<file path="src/rtl/rgf_pkg.sv">
// Package: shared constants and types for the receive glitch filter.
// Assumes a 4-bit filter counter and a 2-bit prescale select.
package rgf_pkg;
    localparam int CNT_W   = 4;
    localparam int SEL_W   = 2;
    localparam int SYNC_N  = 2;

    typedef logic [CNT_W-1:0] cnt_t;

    localparam cnt_t CNT_TOP = '1;
    localparam cnt_t CNT_BOT = '0;

    typedef enum logic [SEL_W-1:0] {
        DIV_1 = 2'd0,
        DIV_2 = 2'd1,
        DIV_4 = 2'd2,
        DIV_8 = 2'd3
    } presc_e;
endpackage

</file>
<file path="src/rtl/rgf_sync.sv">
// Module: multi-stage synchronizer for an asynchronous level.
// Assumes the input is a slowly changing level. The output is delayed by
// STAGES clocks and resets to RST_VAL.
module rgf_sync #(
    parameter int   STAGES  = 2,
    parameter logic RST_VAL = 1'b1
) (
    input  logic clk,
    input  logic rst_n,
    input  logic d_async,
    output logic q_sync
);
    logic [STAGES-1:0] stage_q;

    generate
        for (genvar i = 0; i < STAGES; i++) begin : g_stage
            // Shift the level one flop further along the chain.
            always_ff @(posedge clk) begin
                if (!rst_n)
                    stage_q[i] <= RST_VAL;
                else if (i == 0)
                    stage_q[i] <= d_async;
                else
                    stage_q[i] <= stage_q[(i > 0) ? i-1 : 0];
            end
        end
    endgenerate

    assign q_sync = stage_q[STAGES-1];
endmodule

</file>
<file path="src/rtl/rgf_prescaler.sv">
// Module: filter-clock enable generator.
// Issues a one-cycle enable every 2**sel system clocks. A select change
// takes effect at once. A count above the new limit simply fires and wraps.
module rgf_prescaler #(
    parameter int SEL_W = 2
) (
    input  logic             clk,
    input  logic             rst_n,
    input  logic [SEL_W-1:0] sel,
    output logic             tick
);
    localparam int MAX_DIV = 1 << ((1 << SEL_W) - 1);
    localparam int CW      = (MAX_DIV > 1) ? $clog2(MAX_DIV) : 1;

    logic [CW-1:0] div_q;
    logic [CW:0]   limit;

    // Derive the terminal count for the selected ratio.
    always_comb begin
        limit = ((CW+1)'(1) << sel) - (CW+1)'(1);
        tick  = ({1'b0, div_q} >= limit);
    end

    // Advance the divider, restarting after each enable.
    always_ff @(posedge clk) begin
        if (!rst_n)
            div_q <= '0;
        else if (tick)
            div_q <= '0;
        else
            div_q <= div_q + 1'b1;
    end
endmodule

</file>
<file path="src/rtl/rgf_integrator.sv">
// Module: saturating up/down integrator with end-value output toggling.
// Assumes a synchronized level and a one-cycle step enable. On each step
// the counter moves toward the level. The output flips one step after the
// counter has reached the matching end value.
module rgf_integrator #(
    parameter int CNT_W = 4
) (
    input  logic             clk,
    input  logic             rst_n,
    input  logic             step,
    input  logic             lvl,
    output logic [CNT_W-1:0] cnt,
    output logic             out_lvl,
    output logic             out_edge
);
    localparam logic [CNT_W-1:0] TOP = '1;
    localparam logic [CNT_W-1:0] BOT = '0;

    logic [CNT_W-1:0] cnt_q, cnt_d;
    logic             out_q, out_d, edge_d, edge_q;

    // Next-state rule: count toward lvl, flip the output at a held end value.
    always_comb begin
        cnt_d  = cnt_q;
        out_d  = out_q;
        edge_d = 1'b0;
        if (step) begin
            if (lvl) begin
                if (cnt_q != TOP)
                    cnt_d = cnt_q + 1'b1;
                else if (!out_q) begin
                    out_d  = 1'b1;
                    edge_d = 1'b1;
                end
            end else begin
                if (cnt_q != BOT)
                    cnt_d = cnt_q - 1'b1;
                else if (out_q) begin
                    out_d  = 1'b0;
                    edge_d = 1'b1;
                end
            end
        end
    end

    // Register counter, output level and edge strobe; idle state is high.
    always_ff @(posedge clk) begin
        if (!rst_n) begin
            cnt_q  <= TOP;
            out_q  <= 1'b1;
            edge_q <= 1'b0;
        end else begin
            cnt_q  <= cnt_d;
            out_q  <= out_d;
            edge_q <= edge_d;
        end
    end

    assign cnt      = cnt_q;
    assign out_lvl  = out_q;
    assign out_edge = edge_q;
endmodule

</file>
<file path="src/rtl/rx_glitch_filter.sv">
// Module: receive line glitch filter top.
// Chains the synchronizer, the prescaler and the integrator. Assumes
// rx_raw idles high and presc_sel is quasi-static.
module rx_glitch_filter
    import rgf_pkg::*;
(
    input  logic             clk,
    input  logic             rst_n,
    input  logic             rx_raw,
    input  logic [SEL_W-1:0] presc_sel,
    output logic             rx_clean,
    output logic             rx_edge
);
    logic sync_lvl;
    logic filt_tick;
    cnt_t filt_cnt;

    rgf_sync #(.STAGES(SYNC_N), .RST_VAL(1'b1)) u_sync (
        .clk     (clk),
        .rst_n   (rst_n),
        .d_async (rx_raw),
        .q_sync  (sync_lvl)
    );

    rgf_prescaler #(.SEL_W(SEL_W)) u_presc (
        .clk   (clk),
        .rst_n (rst_n),
        .sel   (presc_sel),
        .tick  (filt_tick)
    );

    rgf_integrator #(.CNT_W(CNT_W)) u_integ (
        .clk      (clk),
        .rst_n    (rst_n),
        .step     (filt_tick),
        .lvl      (sync_lvl),
        .cnt      (filt_cnt),
        .out_lvl  (rx_clean),
        .out_edge (rx_edge)
    );
endmodule

</file>
<file path="config.mk">
export PLATFORM = sky130hd
export DESIGN_NAME = rx_glitch_filter
export DESIGN_NICKNAME = d
export VERILOG_FILES = /design/src/rtl/rgf_pkg.sv /design/src/rtl/rgf_sync.sv /design/src/rtl/rgf_prescaler.sv /design/src/rtl/rgf_integrator.sv /design/src/rtl/rx_glitch_filter.sv
export SDC_FILE = /design/constraint.sdc
export NUM_CORES = 1
export LEC_CHECK = 0
export ABC_CLOCK_PERIOD_IN_PS = 3100
export BUFFER_PORTS_ARGS = -buffer_cell sky130_fd_sc_hd__buf_2
export CELL_PAD_IN_SITES_DETAIL_PLACEMENT = 1
export CELL_PAD_IN_SITES_GLOBAL_PLACEMENT = 2
export CORE_MARGIN = 4
export CORE_UTILIZATION = 39
export CTS_BUF_LIST = sky130_fd_sc_hd__clkbuf_4 sky130_fd_sc_hd__clkbuf_8
export DETAILED_ROUTE_END_ITERATION = 8
export GPL_TIMING_DRIVEN = 0
export PLACE_DENSITY_LB_ADDON = 0.12
export REMOVE_ABC_BUFFERS = 1
export SLEW_MARGIN = 20
export SYNTH_ARGS = -nofsm -noshare
export SYNTH_HDL_FRONTEND = slang
export SYNTH_SLANG_ARGS = --single-unit
</file>
<file path="constraint.sdc">
create_clock -name clk -period 3.1 [get_ports clk]
set_input_delay 0.62 -clock clk [delete_from_list [all_inputs] [get_ports clk]]
set_output_delay 0.62 -clock clk [all_outputs]
set_load 0.02 [all_outputs]
</file>
==> results.toml, run 1 <==
[final_layout]
area_growth_pct = 11.4
multi_input_area_um2 = 359
nFillCells = 165
drive_gt1_share_pct = 28.6
finalCoreUtilization_pct = 48.8
layout.area.seq_um2 = 220
final_cell_count_no_fill = 85
finalNetCount = 83
n_antenna_cell = 0
fin_area_um2 = 674

[clock_tree]
post-cts-setup-buffers = 0
cts_root_buf = "clkbuf_4"
cts_made_buffers = 3
path_clk_slew_ns = 0.07
insertion_delay_ns = 0.27
postCtsHoldBufs = 0
clockBufferDepth = 2
clkSinkCount = 11
cts_tree = "done"
ctsResizeCount = 0
h-tree-depth = 1

[synthesis]
seq_area_frac_synth_pct = 36.4
ys_warn_count = 0
syn-cell-area_um2 = 606
avgSynthCellArea_um2 = 9.93
synth-edff-count = 0
yosys.cell_types.count = 28
ys.flop_type = "dfxtp_1"
synth_cells = 61
async_reset_ff_share_pct = 0
ys_ff_latch = 11

[sta]
worst_pin_slew_ns = 1.04
slew_violations = 0
post-route-period-util_pct = 71.7
setup_viol = 0
slew_headroom_pct = 30.6
hold_violations = 0
tns_ns = 0
grt_setup_unrepaired = "no"
skew_ns = 0.00133
period_minus_slack_ns = 2.22
clock.fmax_mhz = 450

[pwr]
p_leak_nw = 0.293
peakVddDrop_v = 0.000439
cellPowerDensity_nw_per_um2 = 908

[run]
maxCapViolCount = 0

[routing]
dr_total_vias = 479
dr.pass1.iters = 2
drc = 0
drt_iter0_markers = 6
wl_per_cell_um = 13.7
detail-route-antenna-nets = 0
post_drt_via_cell_ratio = 5.64
routed_wl_um = 1160

[grt]
grt_overflow = 0
grt_pass1_vias = 433
grt_max_degree = 14
grt_pass1_wl_um = 1930
track_usage_pct = 13.4
antenna_found_initial = 0

[setup_path]
reg2regPathDepth = 4
required_ns = 3.31
critical_path_depth = 7
critPathBufInv = 1
cpMaxStageDelayCell = "or4_1"
endpoint_kind = "register"
crit_chain = "buf_2 > or2_2 > ha_1 > o21ai_1 > o2bb2ai_1 > or4_1 > nand3_1"
cp.arrival_ns = 2.44
start_kind = "input port"
path_delay_family = "simple AND/OR/NAND/NOR gates"
crit_fanout = 13
slowest_delay_ns = 0.61
path_class = "input port to register"

[placed_design]
numPortBuffers = 6
dpl-instance-area_um2 = 647
dp.cells = 81
gp_congestion = 0.692
place_hpwl_um = 861

[floorplan]
coreArea_um2 = 1380
die_w_um = 47.4
ios = 7
die_area_um2 = 2250
start_util_pct = 43.8
die_h_um = 47.4
rows = 13

[worst_hold_path]
holdPathStages = 1
hold_path.class = "register to register"

[run_status]
outcome = "complete, no violations"
synth_stat cells, types with 2 or more instances:
library cell  count  share of area [%]
dfxtp_1          11                 36
ha_1              6                 12
inv_1             5                3.1
nand2_1           3                1.9
nand2b_1          2                2.1
nand3_1           2                1.7
nor2_1            3                1.9
nor2_4            2                3.7
o21ai_0           2                1.7
o21ai_1           2                1.7
o311ai_1          3                4.3
or2_2             2                2.1
xnor2_1           3                4.3
stage by stage:
stage	power (mW)	hold slack, ns	worst slack [ns]
after CTS	0.623	0.423	0.864
final	0.613	0.419	0.877
after detailed placement	0.518	0.404	0.608
after global placement	0.507	0.396	0.637
after floorplan	0.452	0.386	0.895
after global routing	0.670	0.432	0.797
flip-flops by register name, summed over array words and instances, names as in the netlist:
signal	count
u_integ.cnt	4
u_presc.div_q	3
u_integ.out_edge	1
u_integ.out_lvl	1
u_sync.q_sync	1
u_sync.stage_q	1
final timing paths:
kind	startpoint	to	slack, ns
setup / recovery	presc_sel[0]	u_integ.cnt[3]	0.88
hold / removal	u_sync.stage_q[0]	u_sync.q_sync	0.42
setup reg to reg	u_presc.div_q[2]	u_integ.cnt[2]	1.17
hold reg to reg	u_sync.stage_q[0]	u_sync.q_sync	0.42
cell type report:
class	instances	share of cell area, %
clock buffer	3	3.34
clock inverter	1	0.742
inverter	5	2.78
multi-input combinational	44	53.2
sequential	11	32.7
tap	15	2.78
timing repair buffer	6	4.45
cell families (layout without fill, tap and decap cells):
kind of cell | count (synthesis) | after routing | synth area share [%]
buf+inv | 6 | 15 | 4.34
simple gates | 20 | 20 | 21.3
xor+xnor | 3 | 3 | 4.34
flops | 11 | 11 | 36.4
compound gates | 14 | 14 | 18.0
fa+ha+maj | 7 | 7 | 15.7
routing by layer:
layer,GRT usage (%),routed length [µm],vias up
met3,6.90,67,4
met2,17.4,450,11
met5,0,0,-
li1,-,-,236
met4,6.63,22,0
met1,17.8,623,228
report_power, final:
group / internal, mW / switching, mW
combinational: 0.125 / 0.169
sequential: 0.178 / 0.0425
clock: 0.0478 / 0.0503
cell usage in the layout (no fill, tap or decap):
| master | Yosys | final |
|---|---|---|
| o21ai_2 | 1 | 1 |
| xnor2_1 | 3 | 3 |
| or4_4 | 1 | 1 |
| a21oi_1 | 1 | 1 |
| or2_2 | 2 | 2 |
| nor2_2 | 1 | 1 |
| o21ai_1 | 2 | 2 |
| o31ai_1 | 1 | 1 |
| clkbuf_4 | 0 | 3 |
| nand2b_1 | 2 | 2 |
| nor2_4 | 2 | 2 |
| nor3b_2 | 1 | 1 |
| or4_1 | 1 | 1 |
| clkinv_2 | 0 | 1 |
| inv_1 | 5 | 5 |
| o21ai_0 | 2 | 2 |
| o2bb2ai_1 | 1 | 1 |
| fa_1 | 1 | 1 |
| o311ai_1 | 3 | 3 |
| nor2_1 | 3 | 3 |
| nand3_1 | 2 | 2 |
| a21o_1 | 1 | 1 |
| nor3_1 | 1 | 1 |
| buf_2 | 0 | 6 |
| and3_1 | 1 | 1 |
| o311ai_2 | 1 | 1 |
| ha_1 | 6 | 6 |
| dfxtp_1 | 11 | 11 |
| a21oi_2 | 1 | 1 |
| nand2_1 | 3 | 3 |
(Power assumes the default switching activity.)
==> run 2: changes to the inputs <==
Settings changed: ABC_CLOCK_PERIOD_IN_PS 3100 to 2050, CORE_ASPECT_RATIO from default to 1.25, CORE_UTILIZATION 39 to 37.
Clock period 3.1 ns to 2.05 ns, I/O delays scaled along.
==> run 2 against run 1 <==
- via count down 5.2%
- global-route usage fell by 1.1 points
- non-clock buffer count stayed put
- final cell count rose by 3.5%
- clock power increased by 63%
- clock skew increased by 0.0030 ns
- critical path type unchanged
- largest power group unchanged
==> results.toml, run 2 (synthesis gave the netlist of run 1 again) <==
[clock_tree]
path_clk_slew_ns = 0.07
cts_tree = "done"
clkSinkCount = 11
h-tree-depth = 1
cts_made_buffers = 3
postCtsHoldBufs = 0
insertion_delay_ns = 0.26
clockBufferDepth = 2
cts_root_buf = "clkbuf_4"
post-cts-setup-buffers = 0

[pwr]
cellPowerDensity_nw_per_um2 = 1360
peakVddDrop_v = 0.000483
p_leak_nw = 0.295
fin_total_pwr_mw = 0.937

[setup_path]
crit_fanout = 13
start_kind = "input port"
path_class = "input port to register"
cpMaxStageDelayCell = "or4_1"
slowest_delay_ns = 0.54
ff2ff_setup_slack_ns = 0.25
critPathBufInv = 1
crit_chain = "buf_2 > or2_2 > ha_1 > o21ai_1 > o2bb2ai_2 > or4_1 > nand3_1"
endpoint_kind = "register"
cp.arrival_ns = 2.03
path_delay_family = "simple AND/OR/NAND/NOR gates"
required_ns = 2.26

[floorplan]
die_h_um = 53.2
start_util_pct = 38.8
rows = 16
die_area_um2 = 2350
ios = 7
coreArea_um2 = 1560
die_w_um = 44.2

[routing]
drt_iter0_markers = 2
dr_total_vias = 454
dr.pass1.iters = 2
wl_per_cell_um = 13.3
post_drt_via_cell_ratio = 5.16
detail-route-antenna-nets = 0
drc = 0
routed_wl_um = 1170

[final_layout]
area_growth_pct = 13.4
final_cell_count_no_fill = 88
drive_gt1_share_pct = 30.0
n_antenna_cell = 0
finalNetCount = 83
layout_common_cells = "11 x dfxtp_1, 6 x ha_1, 6 x buf_2"
mostFrequentLayoutCell = "dfxtp_1"
finalCoreUtilization_pct = 44.0
largest_reg_flops = 4

[sta]
clock.fmax_mhz = 549
post-route-period-util_pct = 88.9
fin_ws_ns = 0.227
skew_ns = 0.00431
slew_headroom_pct = 59.7
slew_violations = 0
setup_viol = 0
hold_violations = 0
worst_pin_slew_ns = 0.600
period_minus_slack_ns = 1.82
grt_setup_unrepaired = "no"

[grt]
track_usage_pct = 12.2
grt_max_degree = 14
grt_pass1_vias = 462
antenna_found_initial = 0
grt_pass1_wl_um = 1990
grt_overflow = 0

[placed_design]
numPortBuffers = 6
place_hpwl_um = 901
place_ws_ns = -0.245
gp_congestion = 0.658
dp.cells = 84

[run_status]
outcome = "complete, no violations"

[run]
maxCapViolCount = 0

[worst_hold_path]
hold_path.class = "input port to register"
==> run 2: what timing repair did <==
item | 4_1_cts | 5_1_grt
resized for setup | 0 | 1
endpoints found under the hold margin | 0 | 0
endpoints found under the setup margin | 0 | 1
==> run 2: stage by stage <==
stage                     TNS (ns)  hold WS, ns  area (µm²)
after floorplan                  0        0.386         598
after global placement      -0.376        0.389         651
after detailed placement    -0.637        0.400         651
after CTS                        0        0.316         681
after global routing             0        0.317         687
final                            0        0.325         687
==> run 2: layer usage <==
layer	vias up	share of wire, %	track usage (%)
li1	236	-	-
met1	211	43	12.6
met2	5	53	20.9
met3	2	2.8	2.04
met4	0	1.5	10.6
met5	-	0	0
==> run 2: layout make-up <==
| cell class | count | area (µm²) |
|---|---|---|
| Clock buffer | 4 | 30.0 |
| Multi-Input combinational cell | 44 | 365 |
| Sequential cell | 11 | 220 |
| Timing Repair Buffer | 6 | 30.0 |
| Tap cell | 18 | 22.5 |
| Fill cell | 187 | 875 |
| Inverter | 5 | 18.8 |
==> run 2: worst paths after layout <==
kind,start,endpoint,cells past startpoint
worst max-delay path,presc_sel[0],u_integ.cnt[3],7
worst min-delay path,rx_raw,u_sync.stage_q[0],2
worst max register to register,u_sync.q_sync,u_integ.cnt[3],7
worst min register to register,u_sync.stage_q[0],u_sync.q_sync,1
==> run 2: report_power, final <==
group          switching (mW)  internal [mW]
Sequential             0.0658          0.269
Combinational           0.251          0.191
Clock                  0.0716         0.0884
Total                   0.388          0.549
